`src/rtl/fecdiv_pkg.sv`:
```
package fecdiv_pkg;

  localparam int CNT_W    = 5;
  localparam int SEL_W    = 3;
  localparam int LO_BASE  = 14;
  localparam int HI_BASE  = 16;

  typedef struct packed {
    logic [CNT_W-1:0] vco_div;
    logic [CNT_W-1:0] rc_div;
    logic             rc_used;
    logic [CNT_W-1:0] gap_num;
    logic [CNT_W-1:0] gap_den;
  } fec_plan_t;

  // b1 chooses the 14/15 or 16/17 family; b0 chooses which side is larger
  function automatic fec_plan_t decode_fec(input logic [SEL_W-1:0] sel);
    fec_plan_t        p;
    logic [CNT_W-1:0] base;
    base      = sel[1] ? CNT_W'(LO_BASE) : CNT_W'(HI_BASE);
    p.vco_div = sel[0] ? base : base + CNT_W'(1);
    p.rc_div  = sel[0] ? base + CNT_W'(1) : base;
    p.rc_used = sel[2];
    p.gap_num = base;
    p.gap_den = base + CNT_W'(1);
    return p;
  endfunction

endpackage

```
`src/rtl/fecdiv_period.sv`:
```
module fecdiv_period #(
  parameter int W = 5
) (
  input  logic         clk,
  input  logic         rst,
  input  logic         run_req,
  input  logic [W-1:0] div_req,
  output logic         tc,
  output logic         start
);

  logic [W-1:0] cnt;
  logic [W-1:0] div_q;
  logic         run_q;
  logic         at_top;
  logic         run_eff;
  logic [W-1:0] div_eff;
  logic         last;

  // a new divide value is only taken when a period begins
  assign at_top  = (cnt == '0);
  assign run_eff = at_top ? run_req : run_q;
  assign div_eff = at_top ? div_req : div_q;
  assign last    = run_eff && (cnt == div_eff - W'(1));
  assign start   = at_top && run_eff;

  always_ff @(posedge clk) begin
    if (rst) begin
      cnt   <= '0;
      div_q <= '0;
      run_q <= 1'b0;
      tc    <= 1'b0;
    end else begin
      run_q <= run_eff;
      div_q <= div_eff;
      tc    <= last;
      cnt   <= (!run_eff || last) ? '0 : cnt + W'(1);
    end
  end

endmodule

```
`src/rtl/fecdiv_gapper.sv`:
```
module fecdiv_gapper #(
  parameter int W = 5
) (
  input  logic         clk,
  input  logic         rst,
  input  logic [W-1:0] num_req,
  input  logic [W-1:0] den_req,
  output logic         en
);

  logic [W-1:0] acc;
  logic [W-1:0] num_q;
  logic [W-1:0] den_q;
  logic         at_top;
  logic [W-1:0] num_eff;
  logic [W-1:0] den_eff;
  logic [W:0]   sum;
  logic         pass;
  logic [W-1:0] acc_n;

  // the ratio is re-sampled only when the accumulator is back at zero
  assign at_top  = (acc == '0);
  assign num_eff = at_top ? num_req : num_q;
  assign den_eff = at_top ? den_req : den_q;
  assign sum     = {1'b0, acc} + {1'b0, num_eff};
  assign pass    = (sum >= {1'b0, den_eff});
  assign acc_n   = pass ? W'(sum - {1'b0, den_eff}) : W'(sum);

  always_ff @(posedge clk) begin
    if (rst) begin
      acc   <= '0;
      num_q <= '0;
      den_q <= '0;
      en    <= 1'b0;
    end else begin
      acc   <= acc_n;
      num_q <= num_eff;
      den_q <= den_eff;
      en    <= pass;
    end
  end

endmodule

```
`src/rtl/fec_ratio_divider.sv`:
```
module fec_ratio_divider
  import fecdiv_pkg::*;
#(
  parameter int CW = CNT_W
) (
  input  logic             clk,
  input  logic             rst,
  input  logic [SEL_W-1:0] fec_sel,
  output logic             vco_tc,
  output logic             rc_tc,
  output logic             gap_en,
  output logic             bypass_req
);

  localparam int NDIV = 2;

  fec_plan_t         plan;
  logic [NDIV-1:0]   run_req;
  logic [CW-1:0]     div_req [NDIV];
  logic [NDIV-1:0]   tc_w;
  logic [NDIV-1:0]   start_w;
  logic              vco_start;
  logic              rc_start;

  assign plan       = decode_fec(fec_sel);
  assign run_req[0] = 1'b1;
  assign div_req[0] = CW'(plan.vco_div);
  assign run_req[1] = plan.rc_used;
  assign div_req[1] = CW'(plan.rc_div);

  generate
    for (genvar i = 0; i < NDIV; i++) begin : g_div
      fecdiv_period #(.W(CW)) u_div (
        .clk     (clk),
        .rst     (rst),
        .run_req (run_req[i]),
        .div_req (div_req[i]),
        .tc      (tc_w[i]),
        .start   (start_w[i])
      );
    end
  endgenerate

  fecdiv_gapper #(.W(CW)) u_gap (
    .clk     (clk),
    .rst     (rst),
    .num_req (CW'(plan.gap_num)),
    .den_req (CW'(plan.gap_den)),
    .en      (gap_en)
  );

  assign vco_tc     = tc_w[0];
  assign rc_tc      = tc_w[1];
  assign vco_start  = start_w[0];
  assign rc_start   = start_w[1];
  assign bypass_req = !plan.rc_used;

endmodule

```
`config.mk`:
```
export PLATFORM = sky130hd
export DESIGN_NAME = fec_ratio_divider
export DESIGN_NICKNAME = d
export VERILOG_FILES = /design/src/rtl/fecdiv_pkg.sv /design/src/rtl/fecdiv_period.sv /design/src/rtl/fecdiv_gapper.sv /design/src/rtl/fec_ratio_divider.sv
export SDC_FILE = /design/constraint.sdc
export NUM_CORES = 1
export LEC_CHECK = 0
export BUFFER_PORTS_ARGS = -buffer_cell sky130_fd_sc_hd__buf_4
export CAP_MARGIN = 20
export CORE_MARGIN = 5
export CORE_UTILIZATION = 50
export DETAILED_ROUTE_END_ITERATION = 10
export PLACE_DENSITY = 0.64
export REMOVE_ABC_BUFFERS = 1
export SETUP_SLACK_MARGIN = 0.5
export SYNTH_ARGS = -nofsm -noshare
export SYNTH_HDL_FRONTEND = slang
export SYNTH_SLANG_ARGS = --single-unit
```
`constraint.sdc`:
```
create_clock -name clk -period 4.3 [get_ports clk]
set_input_delay 0.43 -clock clk [delete_from_list [all_inputs] [get_ports clk]]
set_output_delay 0.43 -clock clk [all_outputs]
set_load 0.05 [all_outputs]
```
==> impl_metrics.py, run 1 <==
metrics = {
    "run_status": {
        "outcome": "finished clean",
    },
    "drt": {
        "drt_first_pass_iters": 4,
        "via_per_inst": 5.30,
        "postRouteAntennaNets": 0,
        "wl_per_cell_um": 13.5,
        "drtIter0Drc": 29,
        "vias": 1600,
        "totalWireLength_um": 4070,
        "drc": 0,
    },
    "yosys": {
        "synth_cells": 241,
        "yosys.area.top_type_share_pct": 36.3,
        "synth_async_sr_flop_share_pct": 0,
        "yosysUniqueCellTypes": 44,
        "yosysSeqAreaShare_pct": 36.3,
        "syn_area_per_cell_um2": 9.16,
        "synth.most_common_cell": "dfxtp_1",
        "synth_edf_count": 0,
        "synth_ff_type": "dfxtp_1",
        "synthTopCellsByArea": "dfxtp_1, ha_1, xnor2_1, a21oi_1, mux2i_1",
        "synthTopCellsByCount": "dfxtp_1, a21oi_1, nor2_1, nand2_1, ha_1",
        "yosys.area.top_type": "dfxtp_1",
        "syn_area_um2": 2210,
        "yosysWarnings": 0,
        "ys_seq_elements": 40,
    },
    "critical_path": {
        "worstReg2RegEnd": "u_gap.acc[0]",
        "endpoint_kind": "flop",
        "crit-reg2reg-launch": "u_gap.acc[4]",
        "start_kind": "flop",
        "slowest_delay_ns": 0.45,
        "path_max_fanout": 7,
        "slowest_stage": "fa_1",
        "reg2reg_slack_ns": 0.72,
        "cp_data_required_time_ns": 4.47,
        "ff2ff_path_depth": 13,
        "critPathKind": "reg2reg",
        "arrival_ns": 3.75,
        "cpLargestDelayFamily": "adder cells",
        "worstPathCellList": "nor3_1 > nand2_2 > and2_1 > ha_1 > fa_1 > xor2_2 > ha_1 > a21o_1 > a21oi_2 > a21boi_1 > a2111oi_2 > buf_4 > mux2_1",
        "cp_num_buf_inv": 1,
        "critPathMostFrequentCell": "ha_1",
    },
    "sta": {
        "max_freq_ghz": 0.279,
        "worst_pin_slew_ns": 0.555,
        "slew_violations": 0,
        "min_period_over_period_pct": 83.2,
        "skew_ns": 0.00639,
        "rsz0062_at_grt": "false",
        "setup_ws_ns": 0.722,
        "fin_setup_tns_ns": 0,
        "post-route-min-period_ns": 3.58,
        "slew_headroom_pct": 62.8,
        "setup_viol": 0,
        "hold_viol": 0,
    },
    "floorplan": {
        "coreArea_um2": 4320,
        "ios": 9,
        "row_count": 24,
        "start_util_pct": 51.1,
        "die_w_um": 76.5,
        "die_y_um": 76.5,
        "die-area_um2": 5850,
    },
    "clocking": {
        "path_clk_slew_ns": 0.07,
        "cts_made_buffers": 5,
        "clockBufferDepth": 2,
        "htreeDepth": 2,
        "root_buffer": "clkbuf_8",
        "worst_skew_pair.late_latency_ns": 0.29,
        "cts_sinks": 40,
        "cts_tree": "built",
    },
    "final_layout": {
        "layout-drive-gt1-share_pct": 12.0,
        "finalInstanceArea_um2": 2420,
        "syn2layout_area_growth_pct": 9.80,
        "nets": 273,
        "num_antenna_cells": 0,
    },
    "pwr": {
        "p_comb_share_pct": 61.3,
        "powerDensity_nw_per_um2": 829,
        "swShare_pct": 40.8,
        "seqPwrFrac_pct": 25.5,
        "total_power_mw": 2.01,
        "vdd_drop_max_mv": 0.628,
        "leakagePower_nw": 1.08,
        "p_int_mw": 1.19,
        "p_clk_share_pct": 13.1,
        "p_sw_mw": 0.821,
    },
    "place": {
        "dp_hpwl_um": 2990,
        "port_buffers": 8,
        "place.gp.congestion": 0.813,
        "place_ws_ns": 0.503,
        "placed_cell_area_um2": 2280,
    },
    "hold_path": {
        "min_path_cells": 1,
        "hp-class": "reg2reg",
        "hp-start": "u_gap.num_q[0]",
        "worstHoldEndpoint": "u_gap.num_q[0]",
    },
    "job": {
        "maxCapViolations": 0,
    },
    "global_routing": {
        "antenna_found_initial": 0,
        "grt.busiest_layer": "met2",
        "grt_pass1_vias": 1575,
        "grt_use_total_pct": 14.9,
        "met3_usage_pct": 4.02,
        "grt_max_degree": 23,
        "grt_first_pass_wirelength_um": 7140,
        "use_met2_pct": 24.0,
        "use_met1_pct": 19.0,
        "grt-ovfl-total": 0,
    },
}
==> repair_timing <==
item,4_1_cts,5_1_grt
endpoints found under the setup margin,1,5
hold buffers,0,0
cloned,0,0
setup buffers,0,3
pin swaps,0,1
resized for setup,1,4
==> worst max-delay path by stage <==
stage,from,endpoint,cells past startpoint
finish,u_gap.acc[4],u_gap.acc[0],13
global placement,u_gap.acc[4],u_gap.acc[0],12
global route,u_gap.acc[4],u_gap.acc[0],12
detailed placement,u_gap.acc[4],u_gap.acc[0],12
CTS,u_gap.acc[4],u_gap.acc[0],13
floorplan,u_gap.acc[4],u_gap.acc[0],11
==> flip-flops by register name, indices dropped and copies added, names as in the netlist <==
| register | flops |
|---|---|
| u_gap.den_q | 5 |
| g_div.u_div.run_q | 2 |
| g_div.u_div.tc | 2 |
| g_div.u_div.div_q | 10 |
| u_gap.num_q | 5 |
| g_div.u_div.cnt | 10 |
| u_gap.en | 1 |
| u_gap.acc | 5 |
==> power groups by stage <==
stage | Clock, mW | Sequential, mW | Combinational (mW)
6_report | 0.264 | 0.513 | 1.23
4_1_cts | 0.271 | 0.514 | 1.18
2_1_floorplan | 0 | 0.525 | 0.937
5_1_grt | 0.295 | 0.522 | 1.39
3_3_place_gp | 0 | 0.521 | 1.17
3_5_place_dp | 0 | 0.522 | 1.18
==> metrics by stage <==
step           instances  utilization, %  hold WS [ns]
6_report             302            56.1         0.485
3_3_place_gp         292            52.8         0.470
5_1_grt              302            56.1         0.485
2_1_floorplan        231               -         0.444
4_1_cts              299            55.1         0.481
3_5_place_dp         292            52.8         0.460
==> worst reg2reg max path: cells and delay by family, from the launching register on <==
family          cells  cell delay, ns
compound gates      4            0.76
simple gates        3            0.62
buf+inv             1            0.21
flops               1            0.32
mux                 1            0.32
xor+xnor            1            0.22
fa+ha+maj           3            1.01
==> metal layers <==
layer  routed length [µm]  vias to the layer above
met5                    0                        -
met4                   59                        0
met3                   97                        5
met2                 1850                       16
met1                 2070                      742
li1                     -                      837
==> cells in the final DEF (no fill, tap or decap), types with 4 or more instances in the layout <==
cell type / n
dfxtp_1: 40
a21oi_1: 24
nor2_1: 23
nand2_1: 18
ha_1: 16
xnor2_1: 15
inv_1: 14
buf_4: 12
mux2i_1: 10
a21o_1: 7
clkbuf_8: 7
and2_1: 6
xor2_1: 6
nor3_1: 4
nand2b_1: 4
nand3_1: 4
==> layout make-up <==
class,instances,area [µm²]
Tap cell,52,65.1
Inverter,14,52.6
Fill cell,418,1900
Clock buffer,7,96.3
Timing Repair Buffer,12,90.1
Multi-Input combinational cell,177,1320
Sequential cell,40,801
==> cells by family after synthesis <==
group	count (synthesis)	synth area share [%]
AO/OA/AOI/OAI	47	14.9
XOR/XNOR	22	8.73
adder cells (fa/ha/maj)	18	10.9
buffers and inverters	24	4.93
flip-flops	40	36.3
multiplexers	14	7.20
AND/OR/NAND/NOR	76	17.1
Power figures use the tool's default switching activity.
==> run 2: changes to the inputs <==
Settings changed: PLACE_DENSITY 0.64 to 0.66.
Clock period 4.3 ns to 3.22 ns, I/O delays scaled along.
==> impl_metrics.py, run 2 (same netlist as run 1, synthesis figures left out) <==
metrics = {
    "run_status": {
        "outcome": "finished clean",
    },
    "global_routing": {
        "grt-ovfl-total": 0,
        "antenna_found_initial": 0,
        "grt_use_total_pct": 16.4,
        "grt_max_degree": 23,
        "grt_first_pass_wirelength_um": 7840,
        "grt_pass1_vias": 1712,
    },
    "clocking": {
        "cts_hold_buffers": 0,
        "root_buffer": "clkbuf_8",
        "clockBufferDepth": 2,
        "cts_tree": "built",
        "htreeDepth": 2,
        "cts_sinks": 40,
        "cts_made_buffers": 5,
        "worst_skew_pair.late_latency_ns": 0.30,
        "path_clk_slew_ns": 0.08,
    },
    "sta": {
        "min_period_over_period_pct": 97.2,
        "rsz0062_at_grt": "true",
        "skew_ns": 0.0116,
        "setup_viol": 0,
        "post-route-min-period_ns": 3.13,
        "setup_ws_ns": 0.0908,
        "max_freq_ghz": 0.320,
        "worst_pin_slew_ns": 0.484,
        "hold_viol": 0,
        "slew_headroom_pct": 67.6,
        "slew_violations": 0,
    },
    "floorplan": {
        "coreArea_um2": 4320,
        "die_y_um": 76.5,
        "row_count": 24,
        "die-area_um2": 5850,
        "die_w_um": 76.5,
        "start_util_pct": 51.1,
        "ios": 9,
    },
    "place": {
        "place_ws_ns": -0.141,
        "dp_hpwl_um": 3100,
        "placed_cell_area_um2": 2430,
        "place.gp.congestion": 0.804,
        "port_buffers": 8,
    },
    "critical_path": {
        "slowest_delay_ns": 0.44,
        "worstPathCellList": "nor3_2 > nand2_2 > buf_6 > a21o_1 > ha_1 > a21o_1 > a21oi_2 > buf_4 > buf_4 > buf_4 > buf_4 > buf_4 > o21bai_1 > a2111oi_4 > buf_4 > mux2i_1",
        "cp_data_required_time_ns": 3.44,
        "critPathMostFrequentCell": "buf_4",
        "critPathKind": "reg2reg",
        "endpoint_kind": "flop",
        "arrival_ns": 3.35,
        "path_max_fanout": 5,
        "start_kind": "flop",
        "slowest_stage": "a2111oi_4",
    },
    "final_layout": {
        "nets": 316,
        "reg.largest.list": "g_div.u_div.cnt x10, g_div.u_div.div_q x10",
        "syn2layout_area_growth_pct": 33.9,
        "finalInstanceArea_um2": 2960,
        "n_fill_cell": 343,
        "num_antenna_cells": 0,
        "final_cell_mix": "buf_4, dfxtp_1, nor2_1",
        "layout-drive-gt1-share_pct": 34.0,
        "mostFrequentLayoutCell": "buf_4",
        "finish.utilization_pct": 68.4,
    },
    "pwr": {
        "vdd_drop_max_mv": 1.23,
        "seqPwrFrac_pct": 17.4,
        "swShare_pct": 37.5,
        "p_sw_mw": 1.47,
        "p_comb_share_pct": 71.0,
        "p_int_mw": 2.45,
        "total_power_mw": 3.93,
        "leakagePower_nw": 1.34,
        "powerDensity_nw_per_um2": 1330,
        "p_clk_share_pct": 11.6,
    },
    "drt": {
        "wl_per_cell_um": 14.4,
        "postRouteAntennaNets": 0,
        "via_per_inst": 5.23,
        "drc": 0,
        "vias": 1810,
        "totalWireLength_um": 4990,
        "drt_first_pass_iters": 5,
        "drtIter0Drc": 136,
    },
    "hold_path": {
        "hp-class": "in2reg",
    },
    "job": {
        "maxCapViolations": 0,
    },
}
run 2: changes by cell type in the layout (fill, tap and decap cells not counted), sizes merged:
cell    before  now
buf         12   55
bufinv       0    1
run 2: repair_timing:
item,CTS,global route
pin swaps,17,18
setup buffers,15,12
gates cloned,0,0
endpoints found under the setup margin,12,18
gates resized for setup,19,23
hold endpoints to repair,0,0
run 2: critical path: cells and delay by family (launching register included):
kind	cells	cell delay, ns
buf+inv	7	0.86
flops	1	0.33
mux	1	0.18
compound gates	5	1.11
simple gates	2	0.27
fa+ha+maj	1	0.29
run 2: layer usage:
layer | global-route usage [%] | vias to the layer above | wire [µm]
li1 | - | 928 | -
met5 | 0 | - | 0
met3 | 3.31 | 6 | 107
met1 | 20.2 | 850 | 2240
met2 | 27.7 | 26 | 2570
met4 | 6.64 | 0 | 74
run 2: path summary, 6_finish.rpt:
| path | startpoint | to | slack (ns) | depth (start not counted) |
|---|---|---|---|---|
| setup / recovery | u_gap.acc[4] | u_gap.acc[4] | 0.09 | 16 |
| hold / removal | rst | g_div[1].u_div.div_q[1] | 0.37 | 2 |
| setup reg to reg | u_gap.acc[4] | u_gap.acc[4] | 0.09 | 16 |
| hold reg to reg | u_gap.num_q[0] | u_gap.num_q[0] | 0.49 | 1 |
run 2: area by class of cell:
class                   instances  area, µm²  area share (%)
multi-input cells             177       1490            50.3
flip-flops and latches         40        808            27.3
repair buffers                 55        417            14.1
clock buffers                   7       96.3            3.26
well taps                      52       65.1            2.20
inverters                      14       52.6            1.78
clock inverters                 1       30.0            1.02
run 2: metrics by stage:
stage | hold slack [ns] | setup TNS, ns | cells
finish | 0.374 | 0 | 346
global route | 0.372 | -0.129 | 346
CTS | 0.363 | 0 | 334
detailed placement | 0.469 | -0.714 | 311
global placement | 0.474 | -0.199 | 311
floorplan | 0.391 | -2.06 | 231
run 2: power by group through the flow:
| stage | Combinational [mW] | Clock (mW) | Sequential, mW |
|---|---|---|---|
| 3_5_place_dp | 1.84 | 0 | 0.689 |
| 3_3_place_gp | 1.82 | 0 | 0.688 |
| 6_report | 2.79 | 0.454 | 0.685 |
| 2_1_floorplan | 1.25 | 0 | 0.701 |
| 4_1_cts | 2.30 | 0.465 | 0.682 |
| 5_1_grt | 3.03 | 0.494 | 0.700 |
==> run 3: changes to the inputs <==
Settings changed: RECOVER_POWER from default to 25.
==> impl_metrics.py, run 3 (same netlist as run 1, synthesis figures left out) <==
metrics = {
    "run_status": {
        "outcome": "finished clean",
    },
    "pwr": {
        "total_power_mw": 3.93,
        "p_clk_share_pct": 11.6,
        "swShare_pct": 37.6,
        "p_comb_share_pct": 71.0,
        "p_sw_mw": 1.48,
        "vdd_drop_max_mv": 1.24,
        "leakagePower_nw": 1.32,
        "powerDensity_nw_per_um2": 1330,
        "p_int_mw": 2.45,
        "seqPwrFrac_pct": 17.4,
    },
    "drt": {
        "totalWireLength_um": 5020,
        "wl_per_cell_um": 14.5,
        "postRouteAntennaNets": 0,
        "vias": 1810,
        "drt_first_pass_iters": 7,
        "via_per_inst": 5.23,
        "drtIter0Drc": 153,
        "drc": 0,
    },
    "hold_path": {
        "worstHoldEndpoint": "g_div[1].u_div.div_q[1]",
        "min_path_cells": 2,
        "hp-start": "rst",
        "hp-class": "in2reg",
    },
    "clocking": {
        "path_clk_slew_ns": 0.08,
        "cts_tree": "built",
        "cts_sinks": 40,
        "clockBufferDepth": 2,
        "htreeDepth": 2,
        "root_buffer": "clkbuf_8",
        "cts_hold_buffers": 0,
        "worst_skew_pair.late_latency_ns": 0.30,
        "cts_made_buffers": 5,
    },
    "critical_path": {
        "critPathKind": "reg2reg",
        "slowest_stage": "a2111oi_4",
        "cp_num_buf_inv": 7,
        "start_kind": "flop",
        "endpoint_kind": "flop",
        "cp_data_required_time_ns": 3.44,
        "reg2reg_slack_ns": 0.09,
        "critPathMostFrequentCell": "buf_4",
        "cpLargestDelayFamily": "compound AO/OA/AOI/OAI gates",
        "ff2ff_path_depth": 16,
        "worstPathCellList": "nor3_2 > nand2_2 > buf_6 > a21o_1 > ha_1 > a21o_1 > a21oi_2 > buf_4 > buf_4 > buf_4 > buf_4 > buf_4 > o21bai_1 > a2111oi_4 > buf_4 > mux2i_1",
        "slowest_delay_ns": 0.44,
        "arrival_ns": 3.35,
        "worstReg2RegEnd": "u_gap.acc[4]",
        "crit-reg2reg-launch": "u_gap.acc[4]",
        "path_max_fanout": 5,
    },
    "floorplan": {
        "die-area_um2": 5850,
        "start_util_pct": 51.1,
        "die_w_um": 76.5,
        "row_count": 24,
        "ios": 9,
        "die_y_um": 76.5,
        "coreArea_um2": 4320,
    },
    "place": {
        "dp_hpwl_um": 3100,
        "port_buffers": 8,
        "place_ws_ns": -0.141,
        "place.gp.congestion": 0.804,
    },
    "sta": {
        "setup_ws_ns": 0.0929,
        "setup_viol": 0,
        "post-route-min-period_ns": 3.13,
        "worst_pin_slew_ns": 0.602,
        "rsz0062_at_grt": "true",
        "min_period_over_period_pct": 97.1,
        "max_freq_ghz": 0.320,
        "skew_ns": 0.0115,
        "slew_violations": 0,
        "hold_viol": 0,
        "hold_ws_ns": 0.376,
        "slew_headroom_pct": 60.1,
    },
    "final_layout": {
        "mostFrequentLayoutCell": "buf_4",
        "final_cell_mix": "buf_4, dfxtp_1, nor2_1",
        "syn2layout_area_growth_pct": 33.2,
        "nets": 316,
        "layout-drive-gt1-share_pct": 32.7,
        "finish.utilization_pct": 68.0,
        "num_antenna_cells": 0,
        "reg.largest.list": "g_div.u_div.cnt x10, g_div.u_div.div_q x10",
    },
    "global_routing": {
        "grt-ovfl-total": 0,
        "antenna_found_initial": 0,
        "grt_first_pass_wirelength_um": 7840,
        "grt_pass1_vias": 1712,
        "grt_use_total_pct": 16.4,
        "grt_max_degree": 23,
    },
    "job": {
        "maxCapViolations": 0,
    },
}
run 3: cell count changes in the layout (fill, tap and decap cells not counted):
cell	previous run	this run
buf_4	54	50
clkbuf_1	0	4
run 3: final cells by class:
| class | instances | area (µm²) |
|---|---|---|
| clock buffer | 7 | 96.3 |
| clock inverter | 1 | 30.0 |
| fill | 347 | 1380 |
| inverter | 14 | 52.6 |
| multi-input combinational | 177 | 1490 |
| sequential | 40 | 808 |
| tap | 52 | 65.1 |
| timing repair buffer | 55 | 402 |
run 3: power groups by stage:
| stage | clock, mW | sequential (mW) | combinational (mW) |
|---|---|---|---|
| 2_1_floorplan | 0 | 0.701 | 1.25 |
| 3_3_place_gp | 0 | 0.688 | 1.82 |
| 3_5_place_dp | 0 | 0.689 | 1.84 |
| 4_1_cts | 0.465 | 0.682 | 2.30 |
| 5_1_grt | 0.494 | 0.700 | 3.02 |
| 6_report | 0.454 | 0.685 | 2.79 |
run 3: layer usage:
metal | up-vias | part of all wire [%] | GRT usage (%)
met3 | 9 | 2.2 | 3.31
met5 | - | 0 | 0
met1 | 849 | 45 | 20.2
li1 | 927 | - | -
met4 | 0 | 2.0 | 6.64
met2 | 25 | 50 | 27.7
run 3: how the worst max path moves through the flow:
stage                 startpoint           end  slack, ns  depth (start not counted)
finish              u_gap.acc[4]  u_gap.acc[4]       0.09                         16
global route        u_gap.acc[4]  u_gap.acc[3]      -0.04                         16
CTS                 u_gap.acc[1]  u_gap.acc[0]       0.21                         12
detailed placement  u_gap.acc[4]  u_gap.acc[0]      -0.14                         12
global placement    u_gap.acc[4]  u_gap.acc[0]      -0.05                         12
floorplan           u_gap.acc[4]  u_gap.acc[0]      -0.51                         11
run 3: repair_timing:
| action | in CTS | in global routing |
|---|---|---|
| pin swaps | 17 | 18 |
| hold endpoints to repair | 0 | 0 |
| resized for setup | 19 | 23 |
| endpoints found under the setup margin | 12 | 18 |
| buffers inserted | 15 | 12 |
run 3: stage by stage:
| stage | std cells | TNS (ns) | instance area, µm² |
|---|---|---|---|
| finish | 346 | 0 | 2940 |
| global route | 346 | -0.129 | 2940 |
| CTS | 334 | 0 | 2770 |
| detailed placement | 311 | -0.714 | 2430 |
| global placement | 311 | -0.199 | 2430 |
| floorplan | 231 | -2.06 | 2150 |
